$ cat config.mk
export PLATFORM = sky130hd
export DESIGN_NAME = hbridge_coil_pwm
export DESIGN_NICKNAME = d
export VERILOG_FILES = /design/src/rtl/hbpwm_pkg.sv /design/src/rtl/hbpwm_regs.sv /design/src/rtl/hbpwm_timebase.sv /design/src/rtl/hbpwm_coil.sv /design/src/rtl/hbridge_coil_pwm.sv
export SDC_FILE = /design/constraint.sdc
export NUM_CORES = 1
export LEC_CHECK = 0
export BUFFER_PORTS_ARGS = -buffer_cell sky130_fd_sc_hd__buf_4
export CORE_MARGIN = 8
export CORE_UTILIZATION = 56
export CTS_CLUSTER_SIZE = 24
export DETAILED_ROUTE_END_ITERATION = 8
export PLACE_DENSITY = 0.85
export SYNTH_ARGS = -nofsm -noshare
export SYNTH_HDL_FRONTEND = slang
export SYNTH_HIERARCHICAL = 1
export SYNTH_SLANG_ARGS = --single-unit
$ cat constraint.sdc
create_clock -name clk -period 3.45 [get_ports clk]
set_input_delay 0.1725 -clock clk [delete_from_list [all_inputs] [get_ports clk]]
set_output_delay 0.1725 -clock clk [all_outputs]
set_load 0.03 [all_outputs]
$ cat src/rtl/hbpwm_pkg.sv
package hbpwm_pkg;

  typedef enum logic [1:0] {
    DRV_HALF_PLUS  = 2'b00,
    DRV_HALF_MINUS = 2'b01,
    DRV_FULL       = 2'b10,
    DRV_OFF        = 2'b11
  } drive_mode_e;

  typedef struct packed {
    logic p_out;
    logic p_oe;
    logic m_out;
    logic m_oe;
  } pin_pair_t;

  // Route one PWM level onto the two pins of a coil.
  function automatic pin_pair_t map_pins(input drive_mode_e mode,
                                         input logic sign,
                                         input logic level);
    pin_pair_t r;
    r = '0;
    unique case (mode)
      DRV_HALF_PLUS: begin
        r.p_oe  = 1'b1;
        r.p_out = level;
      end
      DRV_HALF_MINUS: begin
        r.m_oe  = 1'b1;
        r.m_out = level;
      end
      DRV_FULL: begin
        r.p_oe = 1'b1;
        r.m_oe = 1'b1;
        if (sign) r.m_out = level;
        else      r.p_out = level;
      end
      default: r = '0;
    endcase
    return r;
  endfunction

endpackage

$ cat src/rtl/hbpwm_regs.sv
module hbpwm_regs #(
  parameter int unsigned NUM_COILS    = 2,
  parameter int unsigned CNT_W        = 16,
  parameter int unsigned ADDR_W       = 4,
  parameter int unsigned RESET_PERIOD = 100
) (
  input  logic                             clk,
  input  logic                             rst_n,
  input  logic                             bus_we,
  input  logic [ADDR_W-1:0]                bus_addr,
  input  logic [CNT_W-1:0]                 bus_wdata,
  input  logic [CNT_W/8-1:0]               bus_be,
  output logic                             fast_q,
  output logic [CNT_W-1:0]                 period_q,
  output logic [NUM_COILS-1:0][CNT_W-1:0]  duty_q,
  output logic [NUM_COILS-1:0][1:0]        mode_q,
  output logic [NUM_COILS-1:0]             sign_q
);

  localparam int unsigned NBYTES          = CNT_W / 8;
  localparam logic [ADDR_W-1:0] A_GLOBAL  = '0;
  localparam logic [ADDR_W-1:0] A_PERIOD  = ADDR_W'(1);
  localparam int unsigned FIRST_COIL_ADDR = 2;

  function automatic logic [CNT_W-1:0] merge_bytes(input logic [CNT_W-1:0]  old_v,
                                                   input logic [CNT_W-1:0]  new_v,
                                                   input logic [NBYTES-1:0] be);
    logic [CNT_W-1:0] r;
    r = old_v;
    for (int b = 0; b < NBYTES; b++) begin
      if (be[b]) r[b*8 +: 8] = new_v[b*8 +: 8];
    end
    return r;
  endfunction

  wire wr_global = bus_we && (bus_addr == A_GLOBAL);
  wire wr_period = bus_we && (bus_addr == A_PERIOD);

  always_ff @(posedge clk or negedge rst_n) begin
    if (!rst_n) begin
      fast_q   <= 1'b0;
      period_q <= CNT_W'(RESET_PERIOD);
    end else begin
      if (wr_global && bus_be[0]) fast_q <= bus_wdata[0];
      if (wr_period) period_q <= merge_bytes(period_q, bus_wdata, bus_be);
    end
  end

  for (genvar c = 0; c < NUM_COILS; c++) begin : g_coil_regs
    localparam logic [ADDR_W-1:0] A_DUTY = ADDR_W'(FIRST_COIL_ADDR + 2*c);
    localparam logic [ADDR_W-1:0] A_CTRL = ADDR_W'(FIRST_COIL_ADDR + 2*c + 1);

    wire wr_duty = bus_we && (bus_addr == A_DUTY);
    wire wr_ctrl = bus_we && (bus_addr == A_CTRL) && bus_be[0];

    always_ff @(posedge clk or negedge rst_n) begin
      if (!rst_n) begin
        duty_q[c] <= '0;
        mode_q[c] <= 2'b00;
        sign_q[c] <= 1'b0;
      end else begin
        if (wr_duty) duty_q[c] <= merge_bytes(duty_q[c], bus_wdata, bus_be);
        if (wr_ctrl) begin
          mode_q[c] <= bus_wdata[1:0];
          sign_q[c] <= bus_wdata[2];
        end
      end
    end

    // a full-width duty write is captured whole.
    p_duty_capture_r11: assert property (@(posedge clk) disable iff (!rst_n)
      (bus_we && bus_addr == A_DUTY && bus_be == '1) |=> duty_q[c] == $past(bus_wdata));

    // a high-byte-only write keeps the low byte of the staged duty.
    p_high_byte_only_r6: assert property (@(posedge clk) disable iff (!rst_n)
      (bus_we && bus_addr == A_DUTY && bus_be[0] == 1'b0) |=> duty_q[c][7:0] == $past(duty_q[c][7:0]));
  end

endmodule

$ cat src/rtl/hbpwm_timebase.sv
module hbpwm_timebase #(
  parameter int unsigned CNT_W  = 16,
  parameter int unsigned FAST_W = 8
) (
  input  logic             clk,
  input  logic             rst_n,
  input  logic             fast,
  input  logic [CNT_W-1:0] period,
  output logic [CNT_W-1:0] cnt,
  output logic             ovf
);

  localparam logic [CNT_W-1:0] FAST_LAST = CNT_W'((1 << FAST_W) - 1);

  // Last count before the wrap, for the current mode and period.
  function automatic logic [CNT_W-1:0] last_count(input logic f, input logic [CNT_W-1:0] p);
    if (f) return FAST_LAST;
    if (p == '0) return '0;
    return p - 1'b1;
  endfunction

  logic [CNT_W-1:0] cnt_q;
  logic [CNT_W-1:0] wrap_at;

  assign wrap_at = last_count(fast, period);
  assign ovf     = (cnt_q >= wrap_at);
  assign cnt     = cnt_q;

  always_ff @(posedge clk or negedge rst_n) begin
    if (!rst_n)   cnt_q <= '0;
    else if (ovf) cnt_q <= '0;
    else          cnt_q <= cnt_q + 1'b1;
  end

  // the overflow returns the counter to zero.
  p_wrap_to_zero_r4: assert property (@(posedge clk) disable iff (!rst_n)
    ovf |=> cnt == '0);

  // between overflows the counter advances by one.
  p_single_step_r4: assert property (@(posedge clk) disable iff (!rst_n)
    !ovf |=> cnt == CNT_W'($past(cnt) + 1'b1));

  // once inside the fast range, the counter stays inside it.
  p_fast_range_r6: assert property (@(posedge clk) disable iff (!rst_n)
    (fast && $past(fast) && $past(cnt) <= FAST_LAST) |-> cnt <= FAST_LAST);

endmodule

$ cat src/rtl/hbpwm_coil.sv
module hbpwm_coil #(
  parameter int unsigned CNT_W  = 16,
  parameter int unsigned FAST_W = 8
) (
  input  logic                  clk,
  input  logic                  rst_n,
  input  logic                  ovf,
  input  logic                  fast,
  input  logic [CNT_W-1:0]      cnt,
  input  logic [CNT_W-1:0]      duty,
  input  logic [1:0]            mode,
  input  logic                  sign,
  output hbpwm_pkg::pin_pair_t  pins,
  output logic                  level
);

  import hbpwm_pkg::*;

  // Duty value actually compared: full width, or only the top FAST_W bits.
  function automatic logic [CNT_W-1:0] eff_duty(input logic f, input logic [CNT_W-1:0] w);
    if (f) return {{(CNT_W-FAST_W){1'b0}}, w[CNT_W-1 -: FAST_W]};
    return w;
  endfunction

  logic [CNT_W-1:0] work_q;
  logic [CNT_W-1:0] cmp_val;

  always_ff @(posedge clk or negedge rst_n) begin
    if (!rst_n)   work_q <= '0;
    else if (ovf) work_q <= duty;
  end

  assign cmp_val = eff_duty(fast, work_q);
  assign level   = (cnt < cmp_val);
  assign pins    = map_pins(drive_mode_e'(mode), sign, level);

  // the working duty moves only on an overflow.
  p_hold_between_r2: assert property (@(posedge clk) disable iff (!rst_n)
    !ovf |=> $stable(work_q));

  // the overflow loads the latest staged value.
  p_last_value_r3: assert property (@(posedge clk) disable iff (!rst_n)
    ovf |=> work_q == $past(duty));

endmodule

$ cat src/rtl/hbridge_coil_pwm.sv
module hbridge_coil_pwm #(
  parameter int unsigned NUM_COILS    = 2,
  parameter int unsigned CNT_W        = 16,
  parameter int unsigned FAST_W       = 8,
  parameter int unsigned ADDR_W       = 4,
  parameter int unsigned RESET_PERIOD = 100
) (
  input  logic                  clk,
  input  logic                  rst_n,
  input  logic                  bus_we,
  input  logic [ADDR_W-1:0]     bus_addr,
  input  logic [CNT_W-1:0]      bus_wdata,
  input  logic [CNT_W/8-1:0]    bus_be,
  output logic [NUM_COILS-1:0]  coil_p_out,
  output logic [NUM_COILS-1:0]  coil_p_oe,
  output logic [NUM_COILS-1:0]  coil_m_out,
  output logic [NUM_COILS-1:0]  coil_m_oe
);

  import hbpwm_pkg::*;

  logic                            fast_q;
  logic [CNT_W-1:0]                period_q;
  logic [NUM_COILS-1:0][CNT_W-1:0] duty_q;
  logic [NUM_COILS-1:0][1:0]       mode_q;
  logic [NUM_COILS-1:0]            sign_q;
  logic [CNT_W-1:0]                cnt;
  logic                            ovf;
  logic [NUM_COILS-1:0]            level;

  hbpwm_regs #(
    .NUM_COILS(NUM_COILS), .CNT_W(CNT_W), .ADDR_W(ADDR_W), .RESET_PERIOD(RESET_PERIOD)
  ) u_regs (
    .clk(clk), .rst_n(rst_n), .bus_we(bus_we), .bus_addr(bus_addr),
    .bus_wdata(bus_wdata), .bus_be(bus_be), .fast_q(fast_q), .period_q(period_q),
    .duty_q(duty_q), .mode_q(mode_q), .sign_q(sign_q)
  );

  hbpwm_timebase #(.CNT_W(CNT_W), .FAST_W(FAST_W)) u_timebase (
    .clk(clk), .rst_n(rst_n), .fast(fast_q), .period(period_q), .cnt(cnt), .ovf(ovf)
  );

  for (genvar c = 0; c < NUM_COILS; c++) begin : g_coil
    pin_pair_t pins;

    hbpwm_coil #(.CNT_W(CNT_W), .FAST_W(FAST_W)) u_coil (
      .clk(clk), .rst_n(rst_n), .ovf(ovf), .fast(fast_q), .cnt(cnt),
      .duty(duty_q[c]), .mode(mode_q[c]), .sign(sign_q[c]),
      .pins(pins), .level(level[c])
    );

    assign coil_p_out[c] = pins.p_out;
    assign coil_p_oe[c]  = pins.p_oe;
    assign coil_m_out[c] = pins.m_out;
    assign coil_m_oe[c]  = pins.m_oe;

    // half bridge enables exactly one pin, and that pin follows the PWM level.
    p_half_one_pin_r8: assert property (@(posedge clk) disable iff (!rst_n)
      (mode_q[c][1] == 1'b0) |-> ($countones({coil_p_oe[c], coil_m_oe[c]}) == 1 &&
                                  (coil_p_out[c] | coil_m_out[c]) == level[c]));

    // mode 11 releases both pins with their data low.
    p_both_released_r9: assert property (@(posedge clk) disable iff (!rst_n)
      (mode_q[c] == 2'b11) |-> !(coil_p_oe[c] || coil_m_oe[c] || coil_p_out[c] || coil_m_out[c]));

    // full bridge enables both pins and never drives both high.
    p_full_both_driven_r7: assert property (@(posedge clk) disable iff (!rst_n)
      (mode_q[c] == 2'b10) |-> (coil_p_oe[c] && coil_m_oe[c] && !(coil_p_out[c] && coil_m_out[c])));
  end

endmodule

# --- Yosys cells after proc, flatten, opt, wreduce, memory -nomap -nowiden ---
# Index checks and enable logic that the tools add are counted.
word_totals:
  ff_bits: 103
  in_bits: 25
  output_inout_bits: 8
  elab_cells: 67
op_classes:
  n_addsub: 2
  order_cmp: 3
  n_eq_ne: 9
  muxes: 20
  n_reduce_logical: 19
ops:
  columns: ["operator", "n"]
  rows:
  - ["16-bit two-way mux", 9]
  - ["16-bit < comparator", 2]
  - ["16-bit by 1-bit adder with 16-bit output (second input constant)", 1]
  - ["16-bit >= comparator", 1]
  - ["16-bit logical NOT", 1]
  - ["2-bit one-hot mux with 2 select lines", 4]
  - ["16-bit by 1-bit subtractor with 16-bit output (second input constant)", 1]
  - ["2-bit AND reduction", 6]
  - ["1-bit logical AND", 9]
  - ["4-bit by 2-bit == test with 1-bit output (second input constant)", 2]
  - ["4-bit by 3-bit == test with 1-bit output (second input constant)", 2]
  - ["1-bit two-way mux", 7]
  - ["2-bit by 1-bit == test with 1-bit output (second input constant)", 2]
  - ["2-bit == test (second input constant)", 2]
  - ["4-bit by 1-bit == test with 1-bit output (second input constant)", 1]
  - ["2-bit logical NOT", 2]
  - ["4-bit logical NOT", 1]

# --- Depth between registers and ports, before layout ---
depth:
  depth_word: 7
  ltp_mapped: 15
  mapped_depth_nobuf: 12

# --- Cells and area by module ---
# Netlist, hierarchy kept.
by_module_without_submodules:
  columns: ["module", "instances", "cells_each", "area_each_um2", "seq_area_each_um2"]
  rows:
  - ["hbpwm_coil", 2, 100, 1126.1, 400.4]
  - ["hbpwm_regs", 1, 126, 2149.6, 1380.1]
  - ["hbpwm_timebase", 1, 178, 1577.8, 400.4]

# --- Worst setup path after synthesis ---
# OpenSTA, ideal clock, no wires.
synth_path:
  path_type: "register -> register"
  startpoint: "reg u_regs.period_q[4]"
  endpoint: "reg g_coil[0].u_coil.work_q[10]"
  setup_ps: 125
  t_arrival_ps: 3382
  required_time_ps: 3325
  slack_ps: -57
  path_stages_with_launch: 13
  n_path_buf: 2
  synth_period_minus_slack_ps: 3507
  cell_sequence: "dfrtp_1 -> nor4_4 -> nand4_2 -> nor4_1 -> o21ai_1 -> ha_1 -> nand4_1 -> nor2_1 -> nor4b_2 -> or3_1 -> clkbuf_1 -> buf_2 -> mux2_2"
synth_via:
  elab_chain_len: 6
  word_cells_on_any_way: 8
  cone_classes: "1 x add/sub; 1 x order compare; 5 x mux; 1 x reduce/logical"
synth_lines:
  columns: ["item", "line_no", "text"]
  rows:
  - ["start, declared", "hbpwm_regs.sv:14", "output logic [CNT_W-1:0] period_q,"]
  - ["start signal, assigned", "hbpwm_regs.sv:42", "period_q <= CNT_W'(RESET_PERIOD);"]
  - ["start signal, assigned", "hbpwm_regs.sv:45", "if (wr_period) period_q <= merge_bytes(period_q, bus_wdata, bus_be);"]
  - ["branches (longest 3 deep; another with 16-bit by 1-bit subtractor with 16-bit output)", null, null]
  - ["16-bit two-way mux *", "hbpwm_timebase.sv:19", "return p - 1'b1;"]
  - ["16-bit two-way mux *", "hbpwm_timebase.sv:18", "if (p == '0) return '0;"]
  - ["16-bit >= comparator *", "hbpwm_timebase.sv:26", "assign ovf = (cnt_q >= wrap_at);"]
  - ["via ovf", "hbridge_coil_pwm.sv:28", "logic ovf;"]
  - ["end signal, assigned", "hbpwm_coil.sv:30", "else if (ovf) work_q <= duty;"]
  - ["end, declared", "hbpwm_coil.sv:25", "logic [CNT_W-1:0] work_q;"]
# Mark *: on every way through the listed nets, which the timed path passes. The select of a mux whose other input is x is not followed.
# A chain may end at the register's enable or synchronous reset.

# --- Worst setup path in the final report ---
layout_path:
  startpoint: "reg u_regs.period_q[13]"
  endpoint: "reg g_coil[1].u_coil.work_q[15]"
layout_via:
  elab_chain_len: 6
  word_cells_on_any_way: 8
  cone_classes: "1 x add/sub; 1 x order compare; 5 x mux; 1 x reduce/logical"
layout_lines:
  columns: ["item", "line_no"]
  rows:
  - ["branches (longest 3 deep; another with 16-bit by 1-bit subtractor with 16-bit output)", null]
  - ["16-bit two-way mux *", "hbpwm_timebase.sv:19"]
  - ["16-bit two-way mux *", "hbpwm_timebase.sv:18"]
  - ["16-bit >= comparator *", "hbpwm_timebase.sv:26"]
  - ["via ovf", "hbridge_coil_pwm.sv:28"]
  - ["end signal, assigned", "hbpwm_coil.sv:30"]
  - ["end, declared", "hbpwm_coil.sv:25"]
# Marked as above.

==> results.sh <==
export IMPL_max_freq_mhz=304
export IMPL_critical_path_buf_inv_count=2
export IMPL_syn_nets=582
export IMPL_clock_sinks=103
export IMPL_clkTransAtPathRegs_ns=0.11
export IMPL_timing_slew_headroom_pct=51.9
export IMPL_p_int_mw=2.94
export IMPL_cp_top_family="simple AND/OR/NAND/NOR gates"
export IMPL_combPwrFrac_pct=44.9
export IMPL_hold_violations=0
export IMPL_drt_initial_drc_count=240
export IMPL_dp_cells=674
export IMPL_dp_hpwl_um=10900
export IMPL_routed_wire_length_per_instance_um=21.0
export IMPL_initial_core_util_pct=57.8
export IMPL_drc=0
export IMPL_numCtsBuffers=9
export IMPL_ir_drop_mv=0.626
export IMPL_maxSlewViolCount=0
export IMPL_antenna_found_initial=0
export IMPL_setup_tns_ns=0
export IMPL_die_x_um=119
export IMPL_fillers=745
export IMPL_start_kind="flop"
export IMPL_grt_setup_unrepaired="false"
export IMPL_cp_end_kind="flop"
export IMPL_via_per_inst=6.27
export IMPL_fin_nets=631
export IMPL_worst_ep_required_time_ns=3.70
export IMPL_critPathMaxStageDelay_ns=0.47
export IMPL_grt_pass1_vias=4553
export IMPL_synth_avg_cell_area_um2=11.9
export IMPL_skew_ns=0.0171
export IMPL_drive_gt1_share_pct=32.2
export IMPL_gp_congestion=0.924
export IMPL_pwr_density_cell_mw_per_mm2=729
export IMPL_ys_warnings_count=6
export IMPL_ant_nets=0
export IMPL_clk_latency_ns=0.38
export IMPL_drt_wl_total_um=14500
export IMPL_area_growth_pct=12.7
export IMPL_maxCapViolations=0
export IMPL_drt_pass1_iterations=7
export IMPL_regToRegSetupSlack_ns=0.16
export IMPL_period_minus_slack_ns=3.29
export IMPL_grt_pass1_wl_um=23200
export IMPL_pin_count=33
export IMPL_hold_class="input port to flop"
export IMPL_setup_viol=0
export IMPL_syn_inst=502
export IMPL_arrival_ns=3.54
export IMPL_power_share_sequential_pct=39.1
export IMPL_switching_share_pct=40.0
export IMPL_stdcell_count=692
export IMPL_gr_usage_all_layers_pct=20.6
export IMPL_cts_tree="built"
export IMPL_power_switching_mw=1.96
export IMPL_antenna_cells=0
export IMPL_tightest_slew_ns=0.721
export IMPL_grt_max_degree=56
export IMPL_clock_path_buffers=2
export IMPL_cp_cell_sequence="nor4_1 > buf_4 > nand4_4 > a21o_1 > ha_1 > nand2b_1 > a2111oi_4 > nor4b_4 > or3_4 > buf_12 > mux2_2"
export IMPL_core_area_mm2=0.0103
export IMPL_port_buffers=32
export IMPL_period_share_pct=95.5
export IMPL_pwr_share_clk_pct=16.0
export IMPL_dieArea_mm2=0.0142
export IMPL_h_tree_depth=3
export IMPL_die_h_um=119
export IMPL_status="completed"
export IMPL_grt_overflow=0
export IMPL_crit_fanout=17
export IMPL_rows=37
export IMPL_leakage_nw=3.13
export IMPL_num_vias=4341
export IMPL_cts_root_buf="clkbuf_8"
export IMPL_critical_path_class="flop to flop"
export IMPL_critPathSlowestCell="dfrtp_1"
export IMPL_syn_area_mm2=0.00597
-- placed cells by master (no fill, tap or decap), drive strengths merged, types with 4 or more instances in the layout --
master  instances
nand2          27
nand2b         17
o211ai          6
xnor2          22
nor2b           4
clkbuf         10
nand4          15
nor3           10
inv            14
mux2i          14
dfrtp         100
o21ai           4
nor4           24
nand3          11
nor2           11
xor2            4
buf            49
a21oi          33
ha             55
nor4b           5
mux2           89
-- path summary, 6_finish.rpt --
path / start / endpoint / depth (start not counted)
max in group asynchronous: rst_n / u_regs/period_q[6] / 3
setup reg to reg: u_regs/period_q[13] / g_coil[1].u_coil/work_q[15] / 11
setup / recovery: u_regs/period_q[13] / g_coil[1].u_coil/work_q[15] / 11
hold reg to reg: u_regs/duty_q[14] / g_coil[0].u_coil/work_q[14] / 1
hold / removal: bus_wdata[15] / u_regs/period_q[15] / 2
min in group asynchronous: rst_n / u_regs/duty_q[28] / 2
-- layout make-up --
cell class / count / area (um2) / share of cell area (%)
multi-input combinational: 375 / 3330 / 49.4
timing repair buffer: 50 / 403 / 5.99
sequential: 103 / 2580 / 38.4
inverter: 12 / 45.0 / 0.669
tap: 136 / 170 / 2.53
clock buffer: 10 / 128 / 1.90
clock inverter: 6 / 76.3 / 1.13
-- worst reg2reg max path, cell delays in order, from the launching register on --
cell and delay, ns:
dfrtp_1 0.47, nor4_1 0.32, buf_4 0.19, nand4_4 0.16, a21o_1 0.22, ha_1 0.26
nand2b_1 0.18, a2111oi_4 0.41, nor4b_4 0.08, or3_4 0.42, buf_12 0.17, mux2_2 0.29
-- power by group through the flow --
stage	Clock [mW]	Combinational, mW	Sequential, mW
after floorplan	0	1.55	1.79
after global placement	0	2.00	1.91
after detailed placement	0	2.12	1.93
after CTS	0.807	2.14	1.91
after global routing	0.847	2.38	1.96
final	0.786	2.20	1.92
-- repair_timing --
item | 4_1_cts | 5_1_grt
hold buffers | 1 | 0
pin swaps | 0 | 1
resized for setup | 1 | 5
buffers inserted | 0 | 1
endpoints found under the setup margin | 1 | 32
endpoints found under the hold margin | 53 | 0
-- metrics by stage --
stage          total power, mW  utilization (%)  worst slack (ns)  instance area [um2]  hold slack, ns
2_1_floorplan             3.34                -            0.0326                 5980          -0.123
3_3_place_gp              3.91             62.7            0.0685                 6470           0.257
3_5_place_dp              4.05             62.7            0.0183                 6470           0.281
4_1_cts                   4.85             64.8            0.0262                 6690          0.0289
5_1_grt                   5.19             65.2           0.00837                 6730          0.0342
6_report                  4.90             65.2             0.156                 6730          0.0411
-- flip-flops by register name, summed over array words and instances (netlist names) --
register              cells
u_regs/period_q          16
u_regs/mode_q             4
u_regs/sign_q             2
u_regs/duty_q            32
u_timebase/cnt           16
g_coil.u_coil/work_q     32
u_regs/fast_q             1
-- metal layers --
layer,part of all wire (%),global-route usage (%),wire length [um],vias to the layer above
li1,-,-,-,1964
met1,45,26.3,6480,2177
met2,47,33.2,6800,164
met3,5.6,4.35,809,36
met4,3.0,8.54,429,0
met5,0,0,0,-
Note: power is estimated with default switching activity, not from simulation.
